### config.mk
export PLATFORM = sky130hd
export DESIGN_NAME = irhp_frame_parser
export DESIGN_NICKNAME = d
export VERILOG_FILES = /design/src/rtl/irhp_pkg.sv /design/src/rtl/irhp_hdr_fsm.sv /design/src/rtl/irhp_pre_track.sv /design/src/rtl/irhp_out_reg.sv /design/src/rtl/irhp_frame_parser.sv
export SDC_FILE = /design/constraint.sdc
export NUM_CORES = 1
export LEC_CHECK = 0
export ABC_AREA = 1
export CORE_ASPECT_RATIO = 1.5
export CORE_MARGIN = 4
export CORE_UTILIZATION = 35
export DETAILED_ROUTE_END_ITERATION = 7
export MAX_ROUTING_LAYER = met4
export PLACE_DENSITY = 0.49
export SYNTH_ARGS = -nofsm -noshare
export SYNTH_HDL_FRONTEND = slang
export SYNTH_SLANG_ARGS = --single-unit
### constraint.sdc
create_clock -name clk -period 4 [get_ports clk]
set_input_delay 0.4 -clock clk [delete_from_list [all_inputs] [get_ports clk]]
set_output_delay 0.4 -clock clk [all_outputs]
set_load 0.1 [all_outputs]
### src/rtl/irhp_pkg.sv
package irhp_pkg;
  localparam int BYTE_W = 8;
  localparam int CNT_W  = 2 * BYTE_W;

  typedef logic [BYTE_W-1:0] byte_t;

  typedef enum logic [2:0] {
    ST_HUNT   = 3'd0,
    ST_SIG2   = 3'd1,
    ST_LEN_LO = 3'd2,
    ST_LEN_HI = 3'd3,
    ST_BODY   = 3'd4
  } hp_state_e;

  typedef struct packed {
    byte_t data;
    logic  sof;
    logic  eof;
    logic  pre;
  } beat_t;
endpackage

### src/rtl/irhp_hdr_fsm.sv
module irhp_hdr_fsm
  import irhp_pkg::*;
#(
  parameter byte_t SYNC_A = 8'h55,
  parameter byte_t SYNC_B = 8'hAA
) (
  input  logic  clk,
  input  logic  rst_n,
  input  logic  acc,
  input  byte_t din,
  output logic  in_body,
  output logic  first_beat,
  output logic  last_beat,
  output logic  frame_start,
  output logic  sync_err
);
  hp_state_e        st_q, st_d;
  byte_t            lo_q, lo_d;
  logic [CNT_W-1:0] remain_q, remain_d;
  logic             first_q, first_d;
  logic [CNT_W-1:0] len_w;

  assign len_w      = {din, lo_q};
  assign in_body    = (st_q == ST_BODY);
  assign first_beat = in_body && first_q;
  assign last_beat  = in_body && (remain_q == CNT_W'(1));

  always_comb begin
    st_d        = st_q;
    lo_d        = lo_q;
    remain_d    = remain_q;
    first_d     = first_q;
    frame_start = 1'b0;
    sync_err    = 1'b0;
    if (acc) begin
      case (st_q)
        ST_HUNT: begin
          if (din == SYNC_A) st_d = ST_SIG2;
          else               sync_err = 1'b1;
        end
        ST_SIG2: begin
          if (din == SYNC_B) begin
            st_d = ST_LEN_LO;
          end else begin
            sync_err = 1'b1;
            st_d     = (din == SYNC_A) ? ST_SIG2 : ST_HUNT;
          end
        end
        ST_LEN_LO: begin
          lo_d = din;
          st_d = ST_LEN_HI;
        end
        ST_LEN_HI: begin
          if (len_w == '0) begin
            st_d = ST_HUNT;
          end else begin
            st_d        = ST_BODY;
            remain_d    = len_w;
            first_d     = 1'b1;
            frame_start = 1'b1;
          end
        end
        ST_BODY: begin
          remain_d = remain_q - CNT_W'(1);
          first_d  = 1'b0;
          if (remain_q == CNT_W'(1)) st_d = ST_HUNT;
        end
        default: st_d = ST_HUNT;
      endcase
    end
  end

  always_ff @(posedge clk or negedge rst_n) begin
    if (!rst_n) begin
      st_q     <= ST_HUNT;
      lo_q     <= '0;
      remain_q <= '0;
      first_q  <= 1'b0;
    end else begin
      st_q     <= st_d;
      lo_q     <= lo_d;
      remain_q <= remain_d;
      first_q  <= first_d;
    end
  end

  // a payload phase always has bytes left to forward
  assert_remain_live_R2: assert property (@(posedge clk) disable iff (!rst_n)
    in_body |-> (remain_q != '0));

  // after the closing byte the parser is back in header search
  assert_eof_closes_R3: assert property (@(posedge clk) disable iff (!rst_n)
    (acc && last_beat) |=> (st_q == ST_HUNT));

  // start tag appears only once per frame
  assert_sof_once_R3: assert property (@(posedge clk) disable iff (!rst_n)
    (acc && in_body) |=> !first_beat);

  // an empty count never opens a payload phase
  assert_zero_len_R4: assert property (@(posedge clk) disable iff (!rst_n)
    (acc && (st_q == ST_LEN_HI) && (len_w == '0)) |=> !in_body);
endmodule

### src/rtl/irhp_pre_track.sv
module irhp_pre_track
  import irhp_pkg::*;
#(
  parameter byte_t PRE_CHAR = 8'h7F,
  parameter int    PRE_LEN  = 16
) (
  input  logic  clk,
  input  logic  rst_n,
  input  logic  frame_start,
  input  logic  fast_in,
  input  logic  acc_body,
  input  logic  last_beat,
  input  byte_t din,
  output logic  tag,
  output logic  run_err
);
  localparam int RC_W = $clog2(PRE_LEN + 1);

  logic            fast_q;
  logic            run_q;
  logic [RC_W-1:0] cnt_q;
  logic            is_pre;
  logic            full;

  assign is_pre = (din == PRE_CHAR);
  assign full   = (cnt_q == RC_W'(PRE_LEN));
  assign tag    = fast_q && run_q && is_pre && !full;

  always_comb begin
    run_err = 1'b0;
    if (acc_body && fast_q && run_q) begin
      if (!is_pre)                                   run_err = !full;
      else if (full)                                 run_err = 1'b1;
      else if (last_beat && (cnt_q != RC_W'(PRE_LEN - 1))) run_err = 1'b1;
    end
  end

  always_ff @(posedge clk or negedge rst_n) begin
    if (!rst_n) begin
      fast_q <= 1'b0;
      run_q  <= 1'b0;
      cnt_q  <= '0;
    end else if (frame_start) begin
      fast_q <= fast_in;
      run_q  <= 1'b1;
      cnt_q  <= '0;
    end else if (acc_body) begin
      if (last_beat || !is_pre || full) run_q <= 1'b0;
      else                              cnt_q <= cnt_q + RC_W'(1);
    end
  end

  // the run counter never passes the preamble length
  assert_run_bound_R6: assert property (@(posedge clk) disable iff (!rst_n)
    cnt_q <= RC_W'(PRE_LEN));

  // the mode seen by tagging changes only when a frame opens
  assert_mode_frozen_R8: assert property (@(posedge clk) disable iff (!rst_n)
    !frame_start |=> $stable(fast_q));

  // slow frames are never tagged
  assert_slow_untagged_R6: assert property (@(posedge clk) disable iff (!rst_n)
    !fast_q |-> !tag);
endmodule

### src/rtl/irhp_out_reg.sv
module irhp_out_reg
  import irhp_pkg::*;
(
  input  logic  clk,
  input  logic  rst_n,
  input  logic  load,
  input  beat_t beat_in,
  input  logic  out_ready,
  output logic  slot_free,
  output logic  out_valid,
  output beat_t beat_out
);
  logic  valid_q;
  beat_t beat_q;

  assign slot_free = !valid_q || out_ready;
  assign out_valid = valid_q;
  assign beat_out  = beat_q;

  always_ff @(posedge clk or negedge rst_n) begin
    if (!rst_n) begin
      valid_q <= 1'b0;
      beat_q  <= '0;
    end else if (load) begin
      valid_q <= 1'b1;
      beat_q  <= beat_in;
    end else if (out_ready) begin
      valid_q <= 1'b0;
    end
  end

  // a stalled beat stays put
  assert_hold_R9: assert property (@(posedge clk) disable iff (!rst_n)
    (valid_q && !out_ready) |=> (valid_q && $stable(beat_q)));

  // the parser never overwrites an unaccepted beat
  assert_load_free_R9: assert property (@(posedge clk) disable iff (!rst_n)
    load |-> slot_free);
endmodule

### src/rtl/irhp_frame_parser.sv
module irhp_frame_parser
  import irhp_pkg::*;
#(
  parameter byte_t SYNC_A   = 8'h55,
  parameter byte_t SYNC_B   = 8'hAA,
  parameter byte_t PRE_CHAR = 8'h7F,
  parameter int    PRE_LEN  = 16
) (
  input  logic              clk,
  input  logic              rst_n,
  input  logic              fast_mode,
  input  logic              in_valid,
  output logic              in_ready,
  input  logic [BYTE_W-1:0] in_data,
  output logic              out_valid,
  input  logic              out_ready,
  output logic [BYTE_W-1:0] out_data,
  output logic              out_sof,
  output logic              out_eof,
  output logic              out_pre,
  output logic              hdr_err,
  output logic              pre_err
);
  logic  acc, load, slot_free;
  logic  in_body, first_beat, last_beat, frame_start, sync_err;
  logic  tag, run_err;
  beat_t beat_in, beat_out;
  logic  hdr_err_q, pre_err_q;

  assign in_ready = !in_body || slot_free;
  assign acc      = in_valid && in_ready;
  assign load     = acc && in_body;

  irhp_hdr_fsm #(.SYNC_A(SYNC_A), .SYNC_B(SYNC_B)) u_hdr (
    .clk, .rst_n, .acc, .din(in_data),
    .in_body, .first_beat, .last_beat, .frame_start, .sync_err
  );

  irhp_pre_track #(.PRE_CHAR(PRE_CHAR), .PRE_LEN(PRE_LEN)) u_pre (
    .clk, .rst_n, .frame_start, .fast_in(fast_mode),
    .acc_body(load), .last_beat, .din(in_data),
    .tag, .run_err
  );

  always_comb begin
    beat_in.data = in_data;
    beat_in.sof  = first_beat;
    beat_in.eof  = last_beat;
    beat_in.pre  = tag;
  end

  irhp_out_reg u_out (
    .clk, .rst_n, .load, .beat_in, .out_ready,
    .slot_free, .out_valid, .beat_out
  );

  assign out_data = beat_out.data;
  assign out_sof  = beat_out.sof;
  assign out_eof  = beat_out.eof;
  assign out_pre  = beat_out.pre;

  always_ff @(posedge clk or negedge rst_n) begin
    if (!rst_n) begin
      hdr_err_q <= 1'b0;
      pre_err_q <= 1'b0;
    end else begin
      hdr_err_q <= hdr_err_q | sync_err;
      pre_err_q <= pre_err_q | run_err;
    end
  end

  assign hdr_err = hdr_err_q;
  assign pre_err = pre_err_q;

  // header error is sticky
  assert_hdr_sticky_R5: assert property (@(posedge clk) disable iff (!rst_n)
    hdr_err |=> hdr_err);

  // preamble error is sticky
  assert_pre_sticky_R7: assert property (@(posedge clk) disable iff (!rst_n)
    pre_err |=> pre_err);

  // payload input is held off behind a stalled output beat
  assert_no_drop_R9: assert property (@(posedge clk) disable iff (!rst_n)
    (in_body && out_valid && !out_ready) |-> !in_ready);

  // header bytes never produce an output beat
  assert_hdr_silent_R2: assert property (@(posedge clk) disable iff (!rst_n)
    (acc && !in_body && !(out_valid && !out_ready)) |=> !out_valid);
endmodule

; Word-level counts from Yosys, hierarchy flattened
; Cells that the tools add are included.
[word_totals]
reg_bits = 49
input_bits = 13
output_inout_bits = 15
elab_cells = 90
[op_classes]
addsub = 2
n_eq_ne = 14
muxes = 29
n_bitwise = 2
reduce_logical = 29
[ops]
columns = cell, count
row1 = $pmux 16 s2, 1
row2 = $mux 1, 17
row3 = $eq 16x1->1 const B, 1
row4 = $eq 8x7->1 const B, 2
row5 = $logic_not 16->1, 1
row6 = $mux 16, 1
row7 = $sub 16x1->16 const B, 1
row8 = $mux 5, 3
row9 = $pmux 3 s5, 1
row10 = $mux 3, 4
row11 = $logic_and 1x1->1, 10
row12 = $eq 8x8->1 const B, 1
row13 = $reduce_bool 2->1, 4
row14 = $eq 3x2->1 const B, 2
row15 = $reduce_and 2->1, 3
row16 = $reduce_and 3->1, 2
row17 = $add 5x1->5 const B, 1
row18 = $eq 5x5->1 const B, 1
row19 = $ne 5x4->1 const B, 1
row20 = $logic_not 1->1, 4
row21 = $logic_or 1x1->1, 4
row22 = $ne 2x1->1 const B, 2
row23 = $ne 2x2->1 const B, 2
row24 = $pmux 1 s2, 2
row25 = other kinds (4), 5

; Logic depth before layout (Yosys ltp)
; Gate-level depths: netlist of the first run.
[logic_depth]
depth_word = 9
depth_mapped = 11
depth_no_buf = 11

; By module
; From an unflattened synthesis of the first run, not the netlist that was laid out.
[hier_totals]
cells_unflattened = 427
hier_area_um2 = 2945.3
[modules_own_cells]
columns = module, n_inst, cells_each, area_each_um2, seq_area_each_um2
row1 = irhp_hdr_fsm, 1, 291, 1884.3, 700.7
row2 = irhp_pre_track, 1, 75, 511.7, 175.2
row3 = irhp_out_reg, 1, 51, 457.9, 300.3
row4 = irhp_frame_parser, 1, 10, 91.3, 50.0

; Worst setup path before layout of the first run
; Ideal clock, no wire load.
[synth_timing]
kind = reg-to-output
start = reg u_out.valid_q (netlist: u_out.out_valid)
end = out in_ready
arrival_ns = 1.731
required_time_ns = 3.600
setup_slack_ns = 1.869
path_stages_with_launch = 4
path_buffers = 0
path_cell_list = dfrtp_1 -> nand2_1 -> nor2_4 -> inv_1
[synth_between]
elab_chain_cells = 3
[synth_lines]
columns = item, line_no
row1 = from (decl), irhp_out_reg.sv:13  ; logic valid_q;
row2 = from (signal assigned), irhp_out_reg.sv:22  ; valid_q <= 1'b0;
row3 = from (signal assigned), irhp_out_reg.sv:25  ; valid_q <= 1'b1;
row4 = from (signal assigned), irhp_out_reg.sv:28  ; valid_q <= 1'b0;
row5 = $logic_not 1->1, irhp_out_reg.sv:16  ; assign slot_free = !valid_q || out_ready;
row6 = $logic_or 1x1->1, irhp_out_reg.sv:16
row7 = $logic_or 1x1->1, irhp_frame_parser.sv:30  ; assign in_ready = !in_body || slot_free;
row8 = to (decl), irhp_frame_parser.sv:13  ; output logic in_ready,
; Every way passes these cells.

; Final worst setup path of the first run
[layout_timing]
start = reg u_hdr.st_q[1]
end = out in_ready
[layout_between]
elab_chain_cells = 3
[layout_lines]
columns = item, line_no
row1 = from (decl), irhp_hdr_fsm.sv:17  ; hp_state_e st_q, st_d;
row2 = from (signal assigned), irhp_hdr_fsm.sv:80  ; st_q <= st_d;
row3 = $eq 3x3->1, irhp_hdr_fsm.sv:24  ; assign in_body = (st_q == ST_BODY);
row4 = $logic_not 1->1, irhp_frame_parser.sv:30
row5 = $logic_or 1x1->1, irhp_frame_parser.sv:30
; Every way passes these cells.

==> results.toml, run 1 <==
[clocking]
numCtsBuffers = 5
post_cts_resized = 0
cts_hold_buf = 0
clk_pin_slew_ns = 0.07
cts_tree = "yes"
post_cts_buffers = 0
insertion_delay_ns = 0.30
clockBufferDepth = 2
cts_max_level = 2
clock_sinks = 49
cts-root-buf = "clkbuf_16"

[yosys]
ys_types = 30
synth-main-ff-cell = "dfrtp_1"
yosysWarnings = 0
synth_compound_area_frac = 0.07815
synth_top_family_by_area = "simple AND/OR/NAND/NOR gates"
synth_fp_nets = 432
ys_async_sr_fraction = 1.000
seq_area_frac_synth = 0.4208
syn_area_um2 = 2914
synth_area_per_cell_um2 = 7.039
synth_edf_count = 0
syn_inst = 414
synthSimpleGateAreaFrac = 0.3757
ys_ff_latch = 49
synth_fa_ha_area_frac = 0.02147
synth_xor_area_frac = 0.006011
synthMuxAreaShare = 0.003864

[worst_setup_path]
worst_ep_arrival_time_ns = 2.35
critPathKind = "reg2out"
crit_path_max_fanout = 21
crit_path_start_kind = "register"
cpPeakStageDelay_ns = 1.12
crit_chain = "nor2_4, nand2_4, nor2_4, inv_1, clkdlybuf4s50_1"
cp-end-kind = "output pin"
cp_common_cell = "nor2_4"
cp.required_ns = 3.60
crit_slowest_cell = "clkdlybuf4s50_1"

[global_routing]
grt_pass1_wl_um = 12360
antenna_found_initial = 0
track_usage = 0.1679
grt-ovfl-total = 0
first_global_vias = 2478
grt_max_degree = 50

[die]
core_um2 = 8058
initial_core_util = 0.3616
die-area_um2 = 9880
ios = 28
die_w_um = 82.50
num_rows = 40
die_y_um = 119.8

[timing]
finalSetupViolations = 0
timing.slew.headroom = 0.3348
rsz0062_at_grt = "false"
tns_ns = 0
hold_viol = 0
clock_skew_ns = 0.006111
slew_violations = 0
fmax_mhz = 364.0
layout_setup_ws_ns = 1.253
period_share = 0.6868
tightest_slew_ns = 0.9947
finalCriticalPeriod_ns = 2.747

[cells_and_area]
final_common_cell = "nand2_1"
drive_above_1_share = 0.06834
syn2layout_area_growth_pct = 17.90
antenna_cells = 0
final_cell_mix = "nand2_1, inv_1, dfrtp_1, nor2_1, nand3_1"
final_nets = 456

[route]
wl_per_cell_um = 13.38
first_iter_violations = 112
drt_first_pass_iters = 4
vias = 2537
via_per_inst = 4.664
wirelength_um = 7281
remaining_drc_errors = 0
ant_nets = 0

[power]
power.density_nw_per_um2 = 413.5
vdd_drop_max_v = 0.0001704
p_leak_uw = 0.001734

[hold_path]
holdCritPathClass = "in2async"

[placement]
gp_congestion = 0.8155
pre_cts_ws_ns = 1.344
dp_hpwl_um = 5280
io_buffers = 27

[flow_run]
maxCapViolCount = 0

[outcome]
status = "completed"
## metal layers
metal	vias up	global-route usage	wire length, um
li1	1337	-	-
met1	1168	0.2168	3410
met2	25	0.2671	3635
met3	7	0.02778	126
met4	0	0.05215	109
met5	-	-	0
## cells in the mapped netlist (2+ instances only)
master	count	area [um2]
a21oi_1	3	15.01
buf_2	7	35.03
buf_6	3	33.78
dfrtp_1	49	1226
ha_1	5	62.56
inv_1	51	191.4
nand2_1	142	533.0
nand2_2	5	31.28
nand3_1	42	210.2
nand3_2	2	20.02
nand4_1	2	12.51
nor2_1	48	180.2
nor2_4	3	33.78
nor3_1	3	15.01
o21ai_0	18	90.09
o21ai_1	13	65.06
o21ai_2	4	35.03
xor2_1	2	17.52
## cell type report
class / instances / area [um2]
multi-input combinational: 301 / 1414
fill: 840 / 4622
inverter: 53 / 201.4
timing repair buffer: 28 / 272.8
sequential: 49 / 1226
tap: 105 / 131.4
clock buffer: 5 / 125.1
clock inverter: 3 / 65.06
## worst max-delay path, delay by kind of cell, from the launching register on
kind / cells / cell delay, ns
flip-flops: 1 / 0.47
buffers and inverters: 2 / 1.18
AND/OR/NAND/NOR: 3 / 0.39
## cells by family after synthesis
kind of cell | Yosys count
simple gates | 252
flops | 49
mux | 1
buf+inv | 64
fa+ha+maj | 5
xor+xnor | 2
compound gates | 41
## where the power goes
group | switching, uW | leakage [uW] | internal, uW
Sequential | 45.9 | 0.000640 | 537
Clock | 199 | 0.0000938 | 358
Combinational | 187 | 0.00100 | 94.0
## per-stage QoR
step	hold WS (ns)	cells	instance area, um2	total power [uW]	util
after global placement	0.4462	536	3246	875.5	0.4028
after CTS	0.2513	544	3436	1435	0.4264
after detailed placement	0.4528	536	3246	877.9	0.4028
final	0.2138	544	3436	1421	0.4264
after global routing	0.2734	544	3436	1500	0.4264
after floorplan	0.1044	414	2914	792.2	-
## state kept, by name, indices dropped and copies added, names as in the netlist
register         count
u_hdr.st_q           3
hdr_err              1
u_out.beat_out      11
u_out.out_valid      1
u_pre.cnt_q          5
u_hdr.lo_q           8
pre_err              1
u_hdr.remain_q      16
u_hdr.first_q        1
u_pre.run_q          1
u_pre.fast_q         1
## final timing paths
path                            slack (ns)           from  cells past startpoint                  to
worst max-delay path                  1.25  u_hdr.st_q[1]                      5            in_ready
max in group asynchronous             3.34          rst_n                      2   u_hdr.remain_q[8]
worst min register to register        0.47        hdr_err                      1             hdr_err
min in group clk                      0.47        hdr_err                      1             hdr_err
worst min-delay path                  0.21          rst_n                      2       u_hdr.lo_q[3]
worst max register to register        1.80  u_hdr.st_q[1]                      7  u_hdr.remain_q[13]
Note: power is estimated with default switching activity, not from simulation.
==> inputs of run 2 (changes only) <==
--- a/config.mk
+++ b/config.mk
@@ -11,7 +11,7 @@
 export CORE_UTILIZATION = 35
 export DETAILED_ROUTE_END_ITERATION = 7
 export MAX_ROUTING_LAYER = met4
-export PLACE_DENSITY = 0.49
+export PLACE_DENSITY = 0.51
 export SYNTH_ARGS = -nofsm -noshare
 export SYNTH_HDL_FRONTEND = slang
 export SYNTH_SLANG_ARGS = --single-unit
==> constraint.sdc (replaced) <==
create_clock -name clk -period 2.5 [get_ports clk]
set_input_delay 0.25 -clock clk [delete_from_list [all_inputs] [get_ports clk]]
set_output_delay 0.25 -clock clk [all_outputs]
set_load 0.1 [all_outputs]
==> results.toml, run 2 (synthesis results as in run 1) <==
[die]
core_um2 = 8058
num_rows = 40
die_w_um = 82.50
die-area_um2 = 9880
initial_core_util = 0.3616
ios = 28
die_y_um = 119.8

[worst_setup_path]
crit_buf_inv = 2
r2r.worst_path.cells = 9
crit-reg2reg-capture = "u_pre.cnt_q[0]"
crit_chain = "nor2_4, nand2_4, buf_4, inv_4, nand3_2, nand3_2, nand2_1, nand2_1, nand2_1"
critPathKind = "reg2reg"
cp_common_cell = "nand2_1"
crit_slowest_cell = "dfrtp_1"
crit_path_max_fanout = 19
cp.required_ns = 2.69
crit_path_start_kind = "register"
cp-end-kind = "register"
worst_ep_arrival_time_ns = 1.98
rrSetupSlack_ns = 0.71
rr_startpoint = "u_hdr.st_q[1]"
cpPeakStageDelay_ns = 0.46
path_delay_family = "simple AND/OR/NAND/NOR gates"

[route]
via_per_inst = 4.728
wl_per_cell_um = 13.37
remaining_drc_errors = 0
vias = 2586
ant_nets = 0
first_iter_violations = 133
drt_first_pass_iters = 4
wirelength_um = 7316

[clocking]
post_cts_resized = 0
cts_tree = "yes"
numCtsBuffers = 5
insertion_delay_ns = 0.29
cts_max_level = 2
post_cts_buffers = 0
cts-root-buf = "clkbuf_16"
clockBufferDepth = 2
clock_sinks = 49
clk_pin_slew_ns = 0.07
cts_hold_buf = 0

[timing]
rsz0062_at_grt = "false"
timing.slew.headroom = 0.5671
hold_viol = 0
layout_setup_ws_ns = 0.7124
tightest_slew_ns = 0.6493
period_share = 0.7150
finalSetupViolations = 0
holdWs_ns = 0.06188
clock_skew_ns = 0.009919
finalCriticalPeriod_ns = 1.788
fmax_mhz = 559.4
slew_violations = 0
tns_ns = 0

[cells_and_area]
final_common_cell = "nand2_1"
fillers = 855
final_nets = 459
antenna_cells = 0
top_register = "u_hdr.remain_q"
final_cell_mix = "nand2_1, inv_1, dfrtp_1, nor2_1, nand3_1"
finalNonFillerCells = 547
syn2layout_area_growth_pct = 17.52
drive_above_1_share = 0.1086
largest_reg_flops = 16

[global_routing]
track_usage = 0.1688
first_global_vias = 2456
grt_max_degree = 50
grt-ovfl-total = 0
antenna_found_initial = 0
grt_pass1_wl_um = 12450

[power]
power.density_nw_per_um2 = 663.2
vdd_drop_max_v = 0.0004165
p_leak_uw = 0.001765

[hold_path]
holdCritPathClass = "in2async"

[placement]
pre_cts_ws_ns = 0.4001
io_buffers = 27
dp_hpwl_um = 5465
gp_congestion = 0.8832
dp.cells = 539

[flow_run]
maxCapViolCount = 0

[outcome]
status = "completed"
[run 2: changes by cell type in the layout (fill, tap and decap cells not counted), sizes merged]
cell,before,now
buf,2,20
clkinv,1,0
inv,53,54
clkdlybuf4s50,26,11
[run 2: how the worst max path moves through the flow]
| stage | start | endpoint | slack, ns | cells after the start |
|---|---|---|---|---|
| 5_1_grt | u_hdr.st_q[1] | u_hdr.remain_q[9] | 0.55 | 7 |
| 4_1_cts | u_hdr.st_q[1] | u_hdr.remain_q[15] | 0.67 | 7 |
| 6_report | u_hdr.st_q[1] | u_pre.cnt_q[0] | 0.71 | 9 |
| 2_1_floorplan | u_out.out_valid | in_ready | 0.52 | 3 |
| 3_5_place_dp | out_ready | u_hdr.remain_q[13] | 0.40 | 9 |
| 3_3_place_gp | out_ready | u_hdr.remain_q[13] | 0.45 | 9 |
[run 2: power by group]
part / switching [uW] / total, uW / internal (uW)
Sequential: 72.8 / 933 / 860
Combinational: 304 / 452 / 148
Clock: 310 / 887 / 577
Total: 686 / 2270 / 1580
[run 2: layer usage]
layer / track usage / vias up / part of all wire
met5: - / - / 0
met4: 0.05419 / 0 / 0.015
met3: 0.02778 / 8 / 0.029
met2: 0.2751 / 41 / 0.52
met1: 0.2108 / 1194 / 0.44
li1: - / 1343 / -
[run 2: cell type report]
class,instances,area (um2),share of cell area
Tap cell,105,131.4,0.03836
Clock inverter,3,68.82,0.02010
Multi-Input combinational cell,301,1414,0.4129
Timing Repair Buffer,31,257.7,0.07526
Clock buffer,5,125.1,0.03654
Inverter,53,201.4,0.05882
Sequential cell,49,1226,0.3581
[run 2: per-stage QoR]
step / util / power [uW] / instance area (um2)
after floorplan: - / 1268 / 2914
after global placement: 0.4009 / 1401 / 3231
after detailed placement: 0.4009 / 1403 / 3231
after CTS: 0.4250 / 2313 / 3425
after global routing: 0.4250 / 2402 / 3425
final: 0.4250 / 2271 / 3425
[run 2: worst reg2reg max path: cells and delay by family (launching register included)]
kind,cells,cell delay (ns)
buffers and inverters,2,0.41
flip-flops,1,0.46
AND/OR/NAND/NOR,7,0.83
